<file path="config.mk">
export PLATFORM = sky130hd
export DESIGN_NAME = lif_ser_master
export DESIGN_NICKNAME = d
export VERILOG_FILES = /design/src/rtl/lif_ser_master.sv
export SDC_FILE = /design/constraint.sdc
export NUM_CORES = 1
export LEC_CHECK = 0
export BUFFER_PORTS_ARGS = -buffer_cell sky130_fd_sc_hd__buf_4
export CORE_ASPECT_RATIO = 0.5
export CORE_MARGIN = 2
export CORE_UTILIZATION = 49
export CTS_CLUSTER_DIAMETER = 40
export DETAILED_ROUTE_END_ITERATION = 10
export PLACE_DENSITY = 0.8
export SYNTH_ARGS = -nofsm -noshare
export SYNTH_HDL_FRONTEND = slang
export SYNTH_SLANG_ARGS = --single-unit
</file>
<file path="constraint.sdc">
create_clock -name clk -period 1.5 [get_ports clk]
set_clock_uncertainty 0.05 [all_clocks]
set_input_delay 0.3 -clock clk [delete_from_list [all_inputs] [get_ports clk]]
set_output_delay 0.3 -clock clk [all_outputs]
set_load 0.1 [all_outputs]
</file>
<file path="src/rtl/lif_ser_master.sv">
module lif_ser_master #(
  parameter int HALF_CYC = 4
) (
  input  logic       clk,
  input  logic       rst_n,
  input  logic       start,
  input  logic       rd_req,
  input  logic [3:0] reg_addr,
  input  logic [7:0] wr_val,
  output logic       busy,
  output logic       done,
  output logic [7:0] rd_data,
  output logic       sclk,
  output logic       cs,
  output logic       sdo,
  input  logic       sdi
);
  localparam int FRAME = 16;
  localparam int BW    = $clog2(FRAME);
  localparam int TW    = (HALF_CYC > 1) ? $clog2(HALF_CYC) : 1;

  typedef enum logic [1:0] {S_IDLE, S_LO, S_HI, S_END} st_t;

  st_t              st;
  logic [TW-1:0]    tmr;
  logic [BW-1:0]    bidx;
  logic [FRAME-1:0] tx;
  logic [7:0]       rx;
  logic             is_rd;

  wire phase_end = (tmr == TW'(HALF_CYC - 1));
  wire last_bit  = (bidx == BW'(FRAME - 1));

  assign busy = (st != S_IDLE);
  assign sdo  = tx[0];

  always_ff @(posedge clk or negedge rst_n) begin
    if (!rst_n) begin
      st      <= S_IDLE;
      tmr     <= '0;
      bidx    <= '0;
      tx      <= '0;
      rx      <= '0;
      is_rd   <= 1'b0;
      sclk    <= 1'b0;
      cs      <= 1'b0;
      done    <= 1'b0;
      rd_data <= '0;
    end else begin
      done <= 1'b0;
      case (st)
        S_IDLE: begin
          if (start) begin
            st    <= S_LO;
            tmr   <= '0;
            bidx  <= '0;
            is_rd <= rd_req;
            cs    <= 1'b1;
            tx    <= {3'b000, rd_req ? 5'b0 : wr_val[4:0], 3'b000, reg_addr, rd_req};
          end
        end
        S_LO: begin
          if (phase_end) begin
            tmr  <= '0;
            sclk <= 1'b1;
            st   <= S_HI;
          end else begin
            tmr <= tmr + 1'b1;
          end
        end
        S_HI: begin
          if (phase_end) begin
            tmr  <= '0;
            sclk <= 1'b0;
            if (is_rd && bidx[BW-1]) rx <= {sdi, rx[7:1]};
            if (last_bit) begin
              st <= S_END;
              tx <= '0;
            end else begin
              bidx <= bidx + 1'b1;
              tx   <= {1'b0, tx[FRAME-1:1]};
              st   <= S_LO;
            end
          end else begin
            tmr <= tmr + 1'b1;
          end
        end
        S_END: begin
          if (phase_end) begin
            tmr  <= '0;
            cs   <= 1'b0;
            done <= 1'b1;
            st   <= S_IDLE;
            if (is_rd) rd_data <= rx;
          end else begin
            tmr <= tmr + 1'b1;
          end
        end
        default: st <= S_IDLE;
      endcase
    end
  end
endmodule

</file>
Yosys cells after proc, flatten, opt, wreduce, memory -nomap -nowiden

Index checks and enable logic that the tools add are counted.

Flip-flop bits (word level): 44
Latch bits: 0
Bits in writable memories: 0
Memory bits (read-only): 0
Input bits: 17
Output and inout bits: 13
Word-level logic and storage cells: 62
Memories kept: 0

Add/subtract/negate cells: 2
$mul: 0
Divide/modulo/power cells: 0
Order comparisons: 0
Equal/unequal tests: 10
Shift operators: 0
Mux-type cells: 25
Bitwise operators: 0
Reduce and logical (&&, ||, !) cells: 15

Operators by type and width:

| kind                                                 | number |
|---|---|
| two-way mux 16 bit                                   | 2 |
| case mux 16 bit (2 select lines)                     | 1 |
| two-way mux 15 bit                                   | 1 |
| AND reduction 3 bit                                  | 5 |
| two-way mux 2 bit                                    | 7 |
| two-way mux 4 bit                                    | 3 |
| != test 2 bit (second input constant)                | 5 |
| case mux 2 bit (4 select lines)                      | 1 |
| case mux 4 bit (2 select lines)                      | 1 |
| AND reduction 4 bit                                  | 2 |
| nonzero test 2 bit                                   | 4 |
| equality test 2 bit (second input constant)          | 3 |
| two-way mux 1 bit                                    | 5 |
| two-way mux 5 bit                                    | 1 |
| adder 4 x 1 -> 4 bit (second input constant)         | 1 |
| equality test 4 bit (second input constant)          | 1 |
| case mux 1 bit (2 select lines)                      | 2 |
| case mux 2 bit (2 select lines)                      | 1 |
| OR reduction 3 bit                                   | 1 |
| adder 2 x 1 -> 2 bit (second input constant)         | 1 |
| equality test 2 x 1 -> 1 bit (second input constant) | 1 |
| zero test 2 bit                                      | 1 |
| AND reduction 2 bit                                  | 1 |
| logical AND 1 bit                                    | 1 |

Longest topological paths before layout

Word-level depth: 4
Depth in mapped cells: 6
Mapped depth without buffers: 4

Least setup slack after synthesis

No wires, ideal clock.

Kind: register to register
Start point: register tmr[0]
End point: register bidx[2]
Data arrival time: 1.398 ns
Required time: 1.324 ns
Slack: -0.074 ns
Stages on the path, launching flop included: 7
Clock period less this slack: 1.574 ns
Cells stage by stage: dfrtp_1 -> ha_1 -> buf_2 -> mux2_1 -> buf_2 -> a31oi_1 -> a21oi_1

Cells in the longest elaborated chain, start to end: 3

RTL lines:

| element                              | RTL line | source |
|---|---|---|
| start, declared                      | 25       | `logic [TW-1:0] tmr;` |
| start signal, assigned               | 68       | `tmr <= tmr + 1'b1;` |
| start signal, assigned               | 85       | `tmr <= tmr + 1'b1;` |
| start signal, assigned               | 96       | `tmr <= tmr + 1'b1;` |
| equality test 2 bit                  | 31       | `wire phase_end = (tmr == TW'(HALF_CYC - 1));` |
| != test 2 bit (no source line)       | n/a      |  |
| AND reduction 4 bit (no source line) | n/a      |  |
| end signal, assigned                 | 80       | `bidx <= bidx + 1'b1;` |
| end, declared                        | 26       | `logic [BW-1:0] bidx;` |

Every way passes these cells.
A chain may end at the register's enable or synchronous reset.

Worst setup path in the final report

Start point: register st[0]
End point: output port busy

Cells in the longest elaborated chain, start to end: 1

RTL lines:

| element                | RTL line | source |
|---|---|---|
| start, declared        | 24       | `st_t st;` |
| start signal, assigned | 39       | `st <= S_IDLE;` |
| start signal, assigned | 54       | `st <= S_LO;` |
| start signal, assigned | 66       | `st <= S_HI;` |
| nonzero test 2 bit     | 34       | `assign busy = (st != S_IDLE);` |
| end, declared          | 10       | `output logic busy,` |

Every way passes these cells.

==> results.json <==
{
  "status": "finished with violations",
  "violations": "setup timing",
  "cts-htree-levels": 2,
  "synthCells": 157,
  "ys_seq_area_frac": 0.569,
  "finalCriticalPeriod_ns": 1.60,
  "relSlewSlack": 0.667,
  "min_path_type": "in -> reg",
  "cp_slowest_cell": "dfrtp_1",
  "r2r_setup_slack_ns": 0.02,
  "crit_chain": "buf_6 -> nor2_4 -> clkinvlp_4 -> buf_12",
  "finalSetupViolCount": 1,
  "cts_sinks": 41,
  "multiInputGateArea_um2": 828,
  "synth_area_um2": 1800,
  "viasPerCell": 5.51,
  "critical-path-top-delay-family": "buffers and inverters",
  "numPlacedInstances": 246,
  "dieArea_um2": 4210,
  "grt_pass1_vias": 1403,
  "cts_root_buffer": "clkbuf_8",
  "stdcell_area_um2": 2490,
  "worst_pin_slew_ns": 0.500,
  "initial_core_util": 0.519,
  "antenna_found_initial": 0,
  "layout-drive-gt1-share": 0.465,
  "cts_buffers": 5,
  "fmax_mhz": 626,
  "worst_slack_ns": -0.0975,
  "drt_first_pass_iters": 4,
  "area_delta_synth_final_pct": 38.0,
  "syn_area_per_cell_um2": 11.5,
  "layout_common_cells": "50 x buf_4, 41 x dfrtp_1, 17 x mux2_2",
  "gr-total-overflow": 0,
  "leakagePower_nw": 1.17,
  "crit_path_end_kind": "output pin",
  "worstReg2RegStart": "st[1]",
  "endpoint": "busy",
  "antenna_cells": 0,
  "final.period_utilization": 1.07,
  "grt_max_degree": 42,
  "worstPathMaxFanout": 2,
  "cp.required_ns": 1.15,
  "critPathBufInv": 3,
  "fillers": 239,
  "instances_no_fill": 266,
  "synth_enable_flop_cells": 0,
  "placementRows": 15,
  "yosys-top-cells-area": "dfrtp_1 57%, mux2_2 11%, nand3_1 4.4%, a21oi_1 3.9%, a31oi_1 3.5%",
  "max_stage_delay_ns": 0.41,
  "reg2regPathDepth": 5,
  "routabilityCongestion": 0.794,
  "irDropWorstVdd_mv": 0.798,
  "ys_ff_latch": 41,
  "cts_tree": "done",
  "ys.flop_type": "dfrtp_1",
  "yosys.area.top_type": "dfrtp_1",
  "cp-startpoint": "st[0]",
  "arrival_ns": 1.25,
  "cap_violations": 0,
  "grt_usage": 0.205,
  "regArea_um2": 1030,
  "clk_pin_slew_ns": 0.09,
  "drc": 0,
  "slew_violations": 0,
  "clockBufferDepth": 2,
  "core_um2": 3470,
  "via_count": 1465,
  "power_density_nw_per_um2": 2050,
  "ant_nets": 0,
  "drtIter0Drc": 116,
  "critPathLaunchType": "flop",
  "synthDistinctLibCells": 28,
  "fp.dieW_um": 89.8,
  "syn_nets": 177,
  "post_drt_wl_per_cell_um": 15.8,
  "synth_top_area_share": 0.569,
  "port_buffers": 26,
  "worstSetupPathDepth": 4,
  "async_flop_share": 1.00,
  "ioPinCount": 30,
  "hpwl_mm": 2.47,
  "insertion_delay_ns": 0.30,
  "die_y_um": 46.9,
  "grt_pass1_wl_mm": 6.44,
  "rsz0062_at_grt": "yes",
  "rr_endpoint": "bidx[2]",
  "hold_viol": 0,
  "path_class": "reg -> out",
  "routed_wl_mm": 4.21,
  "dpl_cell_area_um2": 2190,
  "ys_warn_count": 0,
  "final_nets": 234,
  "final_common_cell": "buf_4"
}
[synth_stat cells (2+ instances only)]
library cell / instances
a21oi_1: 14
a22o_1: 3
a31oi_1: 10
and3_1: 2
buf_2: 5
clkbuf_1: 2
dfrtp_1: 41
ha_1: 3
inv_1: 6
mux2_2: 17
mux2i_1: 2
nand2_1: 9
nand2b_1: 2
nand3_1: 16
nand3b_1: 2
nand4_2: 2
nor2_1: 2
o21ai_0: 9
[area by class of cell]
| class | count | share of cell area |
|---|---|---|
| inverters | 6 | 0.0121 |
| clock inverters | 3 | 0.00855 |
| clock buffers | 5 | 0.0277 |
| repair buffers | 56 | 0.181 |
| flip-flops and latches | 41 | 0.412 |
| multi-input cells | 104 | 0.333 |
| well taps | 51 | 0.0256 |
[per-stage QoR]
stage	hold WS, ns	util	setup TNS (ns)	total power [mW]	setup WS [ns]
floorplan	-0.0456	-	0	3.13	0.00346
global placement	0.255	0.631	-1.23	3.69	-0.121
detailed placement	0.261	0.631	-2.70	3.77	-0.267
CTS	0.176	0.692	-0.0716	4.84	-0.0716
global route	0.166	0.717	-0.203	5.38	-0.128
finish	0.173	0.717	-0.0975	5.10	-0.0975
[worst min-delay path by stage]
| stage | depth (start not counted) | from | end |
|---|---|---|---|
| after floorplan | 0 | rst_n | bidx[0] |
| after global placement | 1 | rst_n | rd_data[0] |
| after detailed placement | 1 | rst_n | rd_data[1] |
| after CTS | 2 | sdi | rx[7] |
| after global routing | 2 | sdi | rx[7] |
| final | 2 | sdi | rx[7] |
[power by group]
part | leakage [nW] | internal [mW] | switching (mW)
sequential | 0.524 | 1.43 | 0.262
clock | 0.0445 | 0.330 | 0.422
combinational | 0.602 | 1.08 | 1.58
total | 1.17 | 2.84 | 2.26
[state kept, by name (all words and copies together), names as in the netlist]
| register | flops |
|---|---|
| bidx | 4 |
| cs | 1 |
| done | 1 |
| is_rd | 1 |
| rd_data | 8 |
| rx | 8 |
| sclk | 1 |
| st | 2 |
| tmr | 2 |
| tx | 13 |
[layer usage]
layer | routed length (um) | track usage | vias up
met3 | 249 | 0.0626 | 6
met5 | 0 | 0 | -
met1 | 1800 | 0.245 | 730
met4 | 34 | 0.0954 | 0
met2 | 2130 | 0.367 | 41
li1 | - | - | 688
[kinds of logic (layout without fill, tap and decap cells)]
family	Yosys count	in the layout	synth area share
flops	41	41	0.569
compound gates	40	40	0.131
simple gates	39	40	0.121
mux	20	21	0.124
buf+inv	14	70	0.0347
fa+ha+maj	3	3	0.0208
[worst register-to-register path: cells and delay by family, from the launching register on]
kind | cells | cell delay [ns]
buffers and inverters | 2 | 0.31
DFF | 1 | 0.40
muxes | 1 | 0.37
AOI/OAI and AO/OA | 2 | 0.25
[repair_timing]
item | CTS | global route
gates cloned | 1 | 1
endpoints found under the hold margin | 41 | 0
buffers inserted | 5 | 4
hold buffers | 1 | 0
pin swaps | 1 | 6
gates resized for setup | 13 | 13
endpoints found under the setup margin | 30 | 27
Power figures use the tool's default switching activity.
